$ cat config.mk
export PLATFORM = sky130hd
export DESIGN_NAME = ep0_ctl_status
export DESIGN_NICKNAME = d
export VERILOG_FILES = /design/src/rtl/ep0_pkg.sv /design/src/rtl/ep0_evt_flag.sv /design/src/rtl/ep0_csr_bank.sv /design/src/rtl/ep0_hs_pick.sv /design/src/rtl/ep0_ctl_status.sv
export SDC_FILE = /design/constraint.sdc
export NUM_CORES = 1
export LEC_CHECK = 0
export BUFFER_PORTS_ARGS = -buffer_cell sky130_fd_sc_hd__buf_2
export CAP_MARGIN = 15
export CORE_AREA = 2 2 39 41
export DETAILED_ROUTE_END_ITERATION = 10
export DIE_AREA = 0 0 41 43
export GPL_ROUTABILITY_DRIVEN = 0
export HOLD_SLACK_MARGIN = 0.06
export PLACE_DENSITY_LB_ADDON = 0.25
export SYNTH_ARGS = -nofsm -noshare
export SYNTH_HDL_FRONTEND = slang
export SYNTH_SLANG_ARGS = --single-unit
$ cat constraint.sdc
create_clock -name clk -period 1.7 [get_ports clk]
set_clock_uncertainty 0.2 [all_clocks]
set_input_delay 0.255 -clock clk [delete_from_list [all_inputs] [get_ports clk]]
set_output_delay 0.255 -clock clk [all_outputs]
set_load 0.01 [all_outputs]
$ cat src/rtl/ep0_pkg.sv
// Shared types and field positions for the control endpoint status block.
// Assumes an 8-bit firmware register; bit positions are fixed by the decode in ep0_csr_bank.
package ep0_pkg;
    localparam int REG_W  = 8;
    localparam int RESP_W = 2;

    // Field positions of the firmware register
    localparam int B_OUTRDY = 0;
    localparam int B_INRDY  = 1;
    localparam int B_STALL  = 2;
    localparam int B_DONE   = 3;
    localparam int B_FAULT  = 4;
    localparam int B_EARLY  = 5;
    localparam int B_ACKOUT = 6;
    localparam int B_ACKEND = 7;

    // Hardware-set flags held in the event-flag array
    localparam int F_OUTRDY = 0;
    localparam int F_FAULT  = 1;
    localparam int F_EARLY  = 2;
    localparam int F_SETUP  = 3;
    localparam int NFLAG    = 4;

    typedef enum logic [RESP_W-1:0] {
        RESP_DATA  = 2'd0,
        RESP_ZLP   = 2'd1,
        RESP_NAK   = 2'd2,
        RESP_STALL = 2'd3
    } resp_t;

    typedef struct packed {
        logic out_rdy;
        logic in_rdy;
        logic stall_req;
        logic stage_done;
        logic fault;
        logic early_end;
        logic setup_pend;
    } ep0_state_t;
endpackage

$ cat src/rtl/ep0_evt_flag.sv
// Sticky flag: hardware sets it, firmware clears it.
// Assumes set and clear are single-cycle; a set in the same cycle as a clear wins.
module ep0_evt_flag (
    input  logic clk,
    input  logic rst_n,
    input  logic set_i,
    input  logic clr_i,
    output logic q
);
    // Hold the flag, with set taking priority over clear
    always_ff @(posedge clk) begin
        if (!rst_n)     q <= 1'b0;
        else if (set_i) q <= 1'b1;
        else if (clr_i) q <= 1'b0;
    end
endmodule

$ cat src/rtl/ep0_csr_bank.sv
// Stored state of the endpoint 0 register: hardware-set flags and firmware-loaded control bits.
// Assumes event inputs are one-cycle strobes; a firmware write overrides a hardware clear of loaded bits.
module ep0_csr_bank
    import ep0_pkg::*;
(
    input  logic               clk,
    input  logic               rst_n,
    input  logic               reg_wr,
    input  logic [REG_W-1:0]   reg_wdata,
    input  logic               ev_setup,
    input  logic               ev_out_rx,
    input  logic               ev_in_tx,
    input  logic               ev_status_done,
    input  logic               ev_proto_err,
    input  logic               ev_early_end,
    output ep0_state_t         st,
    output logic [REG_W-1:0]   rdata
);
    logic [NFLAG-1:0] set_v;
    logic [NFLAG-1:0] clr_v;
    logic [NFLAG-1:0] flag_q;
    logic             in_rdy_q;
    logic             stall_q;
    logic             done_q;

    // Route events and firmware service bits to each sticky flag
    always_comb begin
        set_v           = '0;
        clr_v           = '0;
        set_v[F_OUTRDY] = ev_out_rx | ev_setup;
        clr_v[F_OUTRDY] = reg_wr & reg_wdata[B_ACKOUT];
        set_v[F_FAULT]  = ev_proto_err;
        clr_v[F_FAULT]  = reg_wr & reg_wdata[B_FAULT];
        set_v[F_EARLY]  = ev_early_end;
        clr_v[F_EARLY]  = reg_wr & reg_wdata[B_ACKEND];
        set_v[F_SETUP]  = ev_setup;
        clr_v[F_SETUP]  = reg_wr & reg_wdata[B_ACKOUT];
    end

    // One sticky cell per hardware-set flag
    for (genvar i = 0; i < NFLAG; i++) begin : g_flag
        ep0_evt_flag u_flag (
            .clk   (clk),
            .rst_n (rst_n),
            .set_i (set_v[i]),
            .clr_i (clr_v[i]),
            .q     (flag_q[i])
        );
    end

    // Firmware-loaded bits; hardware may clear IN-ready and stage-done when no write is present
    always_ff @(posedge clk) begin
        if (!rst_n) begin
            in_rdy_q <= 1'b0;
            stall_q  <= 1'b0;
            done_q   <= 1'b0;
        end else if (reg_wr) begin
            in_rdy_q <= reg_wdata[B_INRDY];
            stall_q  <= reg_wdata[B_STALL];
            done_q   <= reg_wdata[B_DONE];
        end else begin
            if (ev_in_tx)       in_rdy_q <= 1'b0;
            if (ev_status_done) done_q   <= 1'b0;
        end
    end

    // Collect state and build the read value; the strobe bits read as zero
    always_comb begin
        st.out_rdy    = flag_q[F_OUTRDY];
        st.in_rdy     = in_rdy_q;
        st.stall_req  = stall_q;
        st.stage_done = done_q;
        st.fault      = flag_q[F_FAULT];
        st.early_end  = flag_q[F_EARLY];
        st.setup_pend = flag_q[F_SETUP];

        rdata           = '0;
        rdata[B_OUTRDY] = st.out_rdy;
        rdata[B_INRDY]  = st.in_rdy;
        rdata[B_STALL]  = st.stall_req;
        rdata[B_DONE]   = st.stage_done;
        rdata[B_FAULT]  = st.fault;
        rdata[B_EARLY]  = st.early_end;
    end
endmodule

$ cat src/rtl/ep0_hs_pick.sv
// Handshake selection for a token on endpoint 0.
// Priority: STALL, then NAK while a SETUP is pending, then the direction-specific answer.
// Assumes tok_in is valid whenever the serial engine samples the result.
module ep0_hs_pick
    import ep0_pkg::*;
(
    input  ep0_state_t         st,
    input  logic               tok_in,
    input  logic               in_fifo_empty,
    output logic [RESP_W-1:0]  resp_code
);
    resp_t resp;

    // Priority-ordered choice of the handshake
    always_comb begin
        if (st.stall_req || st.stage_done || st.fault)
            resp = RESP_STALL;
        else if (st.setup_pend)
            resp = RESP_NAK;
        else if (tok_in)
            resp = !st.in_rdy ? RESP_NAK : (in_fifo_empty ? RESP_ZLP : RESP_DATA);
        else
            resp = st.out_rdy ? RESP_NAK : RESP_DATA;
        resp_code = resp;
    end
endmodule

$ cat src/rtl/ep0_ctl_status.sv
// Top of the endpoint 0 control and status block: register bank plus handshake selector.
// Assumes one firmware write per cycle at most and single-cycle USB event strobes.
module ep0_ctl_status
    import ep0_pkg::*;
(
    input  logic               clk,
    input  logic               rst_n,
    input  logic               reg_wr,
    input  logic [REG_W-1:0]   reg_wdata,
    output logic [REG_W-1:0]   reg_rdata,
    input  logic               ev_setup,
    input  logic               ev_out_rx,
    input  logic               ev_in_tx,
    input  logic               ev_status_done,
    input  logic               ev_proto_err,
    input  logic               ev_early_end,
    input  logic               in_fifo_empty,
    input  logic               tok_in,
    output logic [RESP_W-1:0]  resp_code
);
    ep0_state_t st;

    ep0_csr_bank u_bank (
        .clk            (clk),
        .rst_n          (rst_n),
        .reg_wr         (reg_wr),
        .reg_wdata      (reg_wdata),
        .ev_setup       (ev_setup),
        .ev_out_rx      (ev_out_rx),
        .ev_in_tx       (ev_in_tx),
        .ev_status_done (ev_status_done),
        .ev_proto_err   (ev_proto_err),
        .ev_early_end   (ev_early_end),
        .st             (st),
        .rdata          (reg_rdata)
    );

    ep0_hs_pick u_pick (
        .st            (st),
        .tok_in        (tok_in),
        .in_fifo_empty (in_fifo_empty),
        .resp_code     (resp_code)
    );
endmodule

Word level (Yosys, flattened, before mapping) --
Cells that the tools add are included.
Word-level totals: register bits 7, bits in latches 0, memory bits (writable) 0, ROM bits 0, output and inout port bits 10, logic and storage cells 36, memories 0
Operators by class: add/sub/neg operators 0, $mul 0, div/mod/pow operators 0, magnitude comparators 0, eq/ne operators 0, shift operators 0, muxes and demuxes 17, bitwise logic cells 4, reduce and logical (&&, ||, !) cells 8
Operator list (count):
- 1-bit 2-to-1 mux | 12
- 2-bit nonzero test | 6
- 2-bit 2-to-1 mux | 5
- 1-bit AND | 3
- 1-bit logical OR | 2
- 1-bit bitwise OR | 1

Longest topological paths before layout --
word-level depth 5, gate-level depth with buffers 3

Hierarchy --
From an unflattened synthesis, not the netlist that was laid out.
Second synthesis, totals: cell total of the unflattened synthesis 43, area total of the unflattened synthesis 434.2 um^2
By module, submodules not included:
- ep0_csr_bank | instances 1, cells each 25, area each 229.0 um^2
- ep0_evt_flag | instances 4, cells each 3, area each 41.3 um^2
- ep0_hs_pick | instances 1, cells each 6, area each 40.0 um^2

Worst setup path before layout --
OpenSTA, ideal clock, no wires.
kind reg2out, from register u_bank.g_flag[1].u_flag.q, to output port resp_code[1], arrival time 0.976 ns, required time 1.245 ns, slack 0.269 ns, cell stages (with the launch flop) 3, cells stage by stage dfxtp_1 > or3_4 > a211o_1
On the way: cells in the longest elaborated chain, start to end 2
RTL lines:
- start: declaration | line ep0_evt_flag.sv:8 | output logic q
- start signal: assignment | line ep0_evt_flag.sv:12 | if (!rst_n) q <= 1'b0;
- start signal: assignment | line ep0_evt_flag.sv:13 | else if (set_i) q <= 1'b1;
- start signal: assignment | line ep0_evt_flag.sv:14 | else if (clr_i) q <= 1'b0;
- 1-bit logical OR | line ep0_hs_pick.sv:16 | if (st.stall_req || st.stage_done || st.fault)
- 2-bit 2-to-1 mux | line ep0_hs_pick.sv:16
- end: declaration | line ep0_ctl_status.sv:19 | output logic [RESP_W-1:0] resp_code
Every way passes these cells.

Worst setup path after layout --
from register u_bank.done_q, to output port resp_code[1]
On the way: cells in the longest elaborated chain, start to end 3
RTL lines:
- start: declaration | line ep0_csr_bank.sv:24 | logic done_q;
- start signal: assignment | line ep0_csr_bank.sv:60 | done_q <= reg_wdata[B_DONE];
- 1-bit logical OR (2 in series) | line ep0_hs_pick.sv:16
- 2-bit 2-to-1 mux | line ep0_hs_pick.sv:16
Every way passes these cells.

==> impl_metrics.csv <==
group,metric,value,unit
sta,setup_viol,2,
power_and_ir_drop,p_leak,0.284,nW
setup_path,crit_arrival,1310,ps
grt,grtUsageTotal,11.1,%
detailed_routing,wl,825,um
die,dieArea,0.00176,mm^2
detailed_routing,drc,0,
sta,layout_setup_ws,-66.2,ps
sta,slew_violations,0,
yosys,netlist_area,369,um^2
sta,fin_crit,1770,ps
detailed_routing,route.top_layer_used,"met4",
sta,max_freq,566,MHz
die,initial_core_util,26.7,%
power_and_ir_drop,power.total,0.425,mW
setup_path,crit_chain,"or3_4, a211o_1, buf_2",
detailed_routing,met1_length,365,um
yosys,syn_avg_cell_area,9.46,um^2
detailed_routing,wl_per_cell,9.82,um
yosys,yosysUniqueCellTypes,19,
yosys,synth_top_area_share,38.0,%
detailed_routing,via_per_inst,4.25,
power_and_ir_drop,p_per_area,744,mW/mm^2
setup_path,critPathLaunchType,"flip-flop",
min_path,hold_class,"input pin to flip-flop",
setup_path,cpPeakStageDelay,380,ps
cts,clockBufferDepth,2,
sta,hold_violations,0,
yosys,synth-seq-cells,7,
setup_path,worstSetupPathType,"flip-flop to output port",
grt,first_global_vias,331,
die,die_y,43,um
die,rows,14,
cells_and_area,final_common_cell,"buf_2",
grt,antenna_found_initial,0,
cts,clk_latency,250,ps
grt,gr-total-overflow,0,
cells_and_area,syn_to_final_growth,54.6,%
detailed_routing,ant_nets,0,
yosys,synth_seq_area_share,38.0,%
detailed_routing,firstDrtPassIters,2,
detailed_routing,drt-initial-drc-count,1,
power_and_ir_drop,peakVddDrop,0.000390,V
placement,io_buffers,24,
cts,cts.sinks,7,
status,violations,"setup timing",
detailed_routing,dr_wl_met3,84,um
sta,post-route-period-util,104,%
die,ios,29,
yosys,syn_inst,39,
grt,grt_max_degree,10,
cts,cts_buffers,3,
yosys,yosysWarnings,0,
cells_and_area,diodes,0,
run,max_cap_violations,0,
sta,worst_hold_slack,66.5,ps
cts,cts_root_buffer,"clkbuf_4",
setup_path,cp.required,1240,ps
sta,fin_setup_tns,-115,ps
status,status,"finished, violations left",
yosys,synth_top_area_cell,"dfxtp_1",
die,core_area,0.00138,mm^2
setup_path,path_max_fanout,2,
yosys,netlist_top_cells_area,"dfxtp_1 38%, buf_4 16%, nor4bb_1 5.4%",
grt,grt_pass1_wl,1.26,mm
sta,rsz0062_at_grt,"yes",
cts,htreeDepth,1,
cts,cts_tree,"built",
cells_and_area,layout.nets,88,
setup_path,slowest_stage,"or3_4",
cells_and_area,layout_common_cells,"23 x buf_2, 8 x dlygate4sd3_1, 5 x dfxtp_1",
detailed_routing,vias,357,
cts,clk_pin_slew,50,ps
setup_path,end_kind,"output port",
cells_and_area,fill_cells,145,
die,die_x,41,um
detailed_routing,wl_met2,362,um
cells_and_area,drive_above_1_share,51.5,%
## final timing paths
check / from / end / slack, ps / depth (start not counted)
worst max register to register: u_bank.g_flag[1].u_flag.q / u_bank.g_flag[1].u_flag.q / 290 / 3
worst max-delay path: u_bank.done_q / resp_code[1] / -70 / 3
worst min-delay path: ev_early_end / u_bank.g_flag[2].u_flag.q / 70 / 3
worst min register to register: u_bank.stall_q / u_bank.stall_q / 340 / 2
## flip-flops by register name (all words and copies together) (netlist names)
| name | cells |
|---|---|
| u_bank.g_flag.u_flag.q | 4 |
| u_bank.done_q | 1 |
| u_bank.in_rdy_q | 1 |
| u_bank.stall_q | 1 |
## final cells by class
class	count	area, um^2	area share (%)
inverters	3	11.3	1.97
clock buffers	4	26.3	4.61
well taps	16	20.0	3.51
flip-flops and latches	7	143	25.0
repair buffers	33	214	37.5
multi-input cells	21	156	27.4
## cells in the mapped netlist (all sizes together)
cell type,instances
a211o,1
a21boi,2
a31o,2
a31oi,2
a41o,1
buf,9
conb,1
dfxtp,7
inv,3
mux2i,1
nand2,1
nor2b,1
nor4bb,2
o21a,1
o21ai,2
o31a,1
or2,1
or3,1
## power breakdown
part / leakage [nW] / internal [mW] / switching [mW]
registers: 0.0588 / 0.176 / 0.00646
logic: 0.210 / 0.0580 / 0.0370
clock network: 0.0150 / 0.0894 / 0.0579
## worst max-delay path: cells and delay by family (launching register included)
| family | cells | cell delay (ps) |
|---|---|---|
| compound gates | 1 | 240 |
| buf+inv | 1 | 140 |
| flops | 1 | 310 |
| simple gates | 1 | 380 |
## metrics by stage
step / utilization (%) / area (um^2) / std cells / worst slack, ps
after detailed placement: 32.4 / 448 / 71 / 156
final: 41.2 / 571 / 84 / -66.2
after global routing: 41.2 / 571 / 84 / -106
after floorplan: - / 373 / 40 / 269
after global placement: 32.4 / 448 / 71 / 160
after CTS: 41.2 / 571 / 84 / -74.5
## cell families (layout without fill, tap and decap cells)
logic type      after synthesis  after routing  share of synthesized area (%)
compound gates               12             12                           24.7
buf+inv                      12             40                           20.7
flops                         7              7                           38.0
simple gates                  6              6                           12.9
other cells                   1              2                           1.02
mux                           1              1                           2.71
## what timing repair did
item	CTS	global route
hold endpoints to repair	7	0
pin swaps	2	0
hold buffers	8	0
gates resized for setup	3	0
endpoints found under the setup margin	2	2
setup buffers	1	0
## per-layer routing
metal	global-route usage (%)	up-vias
li1	-	189
met4	10.0	0
met1	10.9	149
met5	0	-
met3	2.09	2
met2	18.1	17
Power figures use the tool's default switching activity.
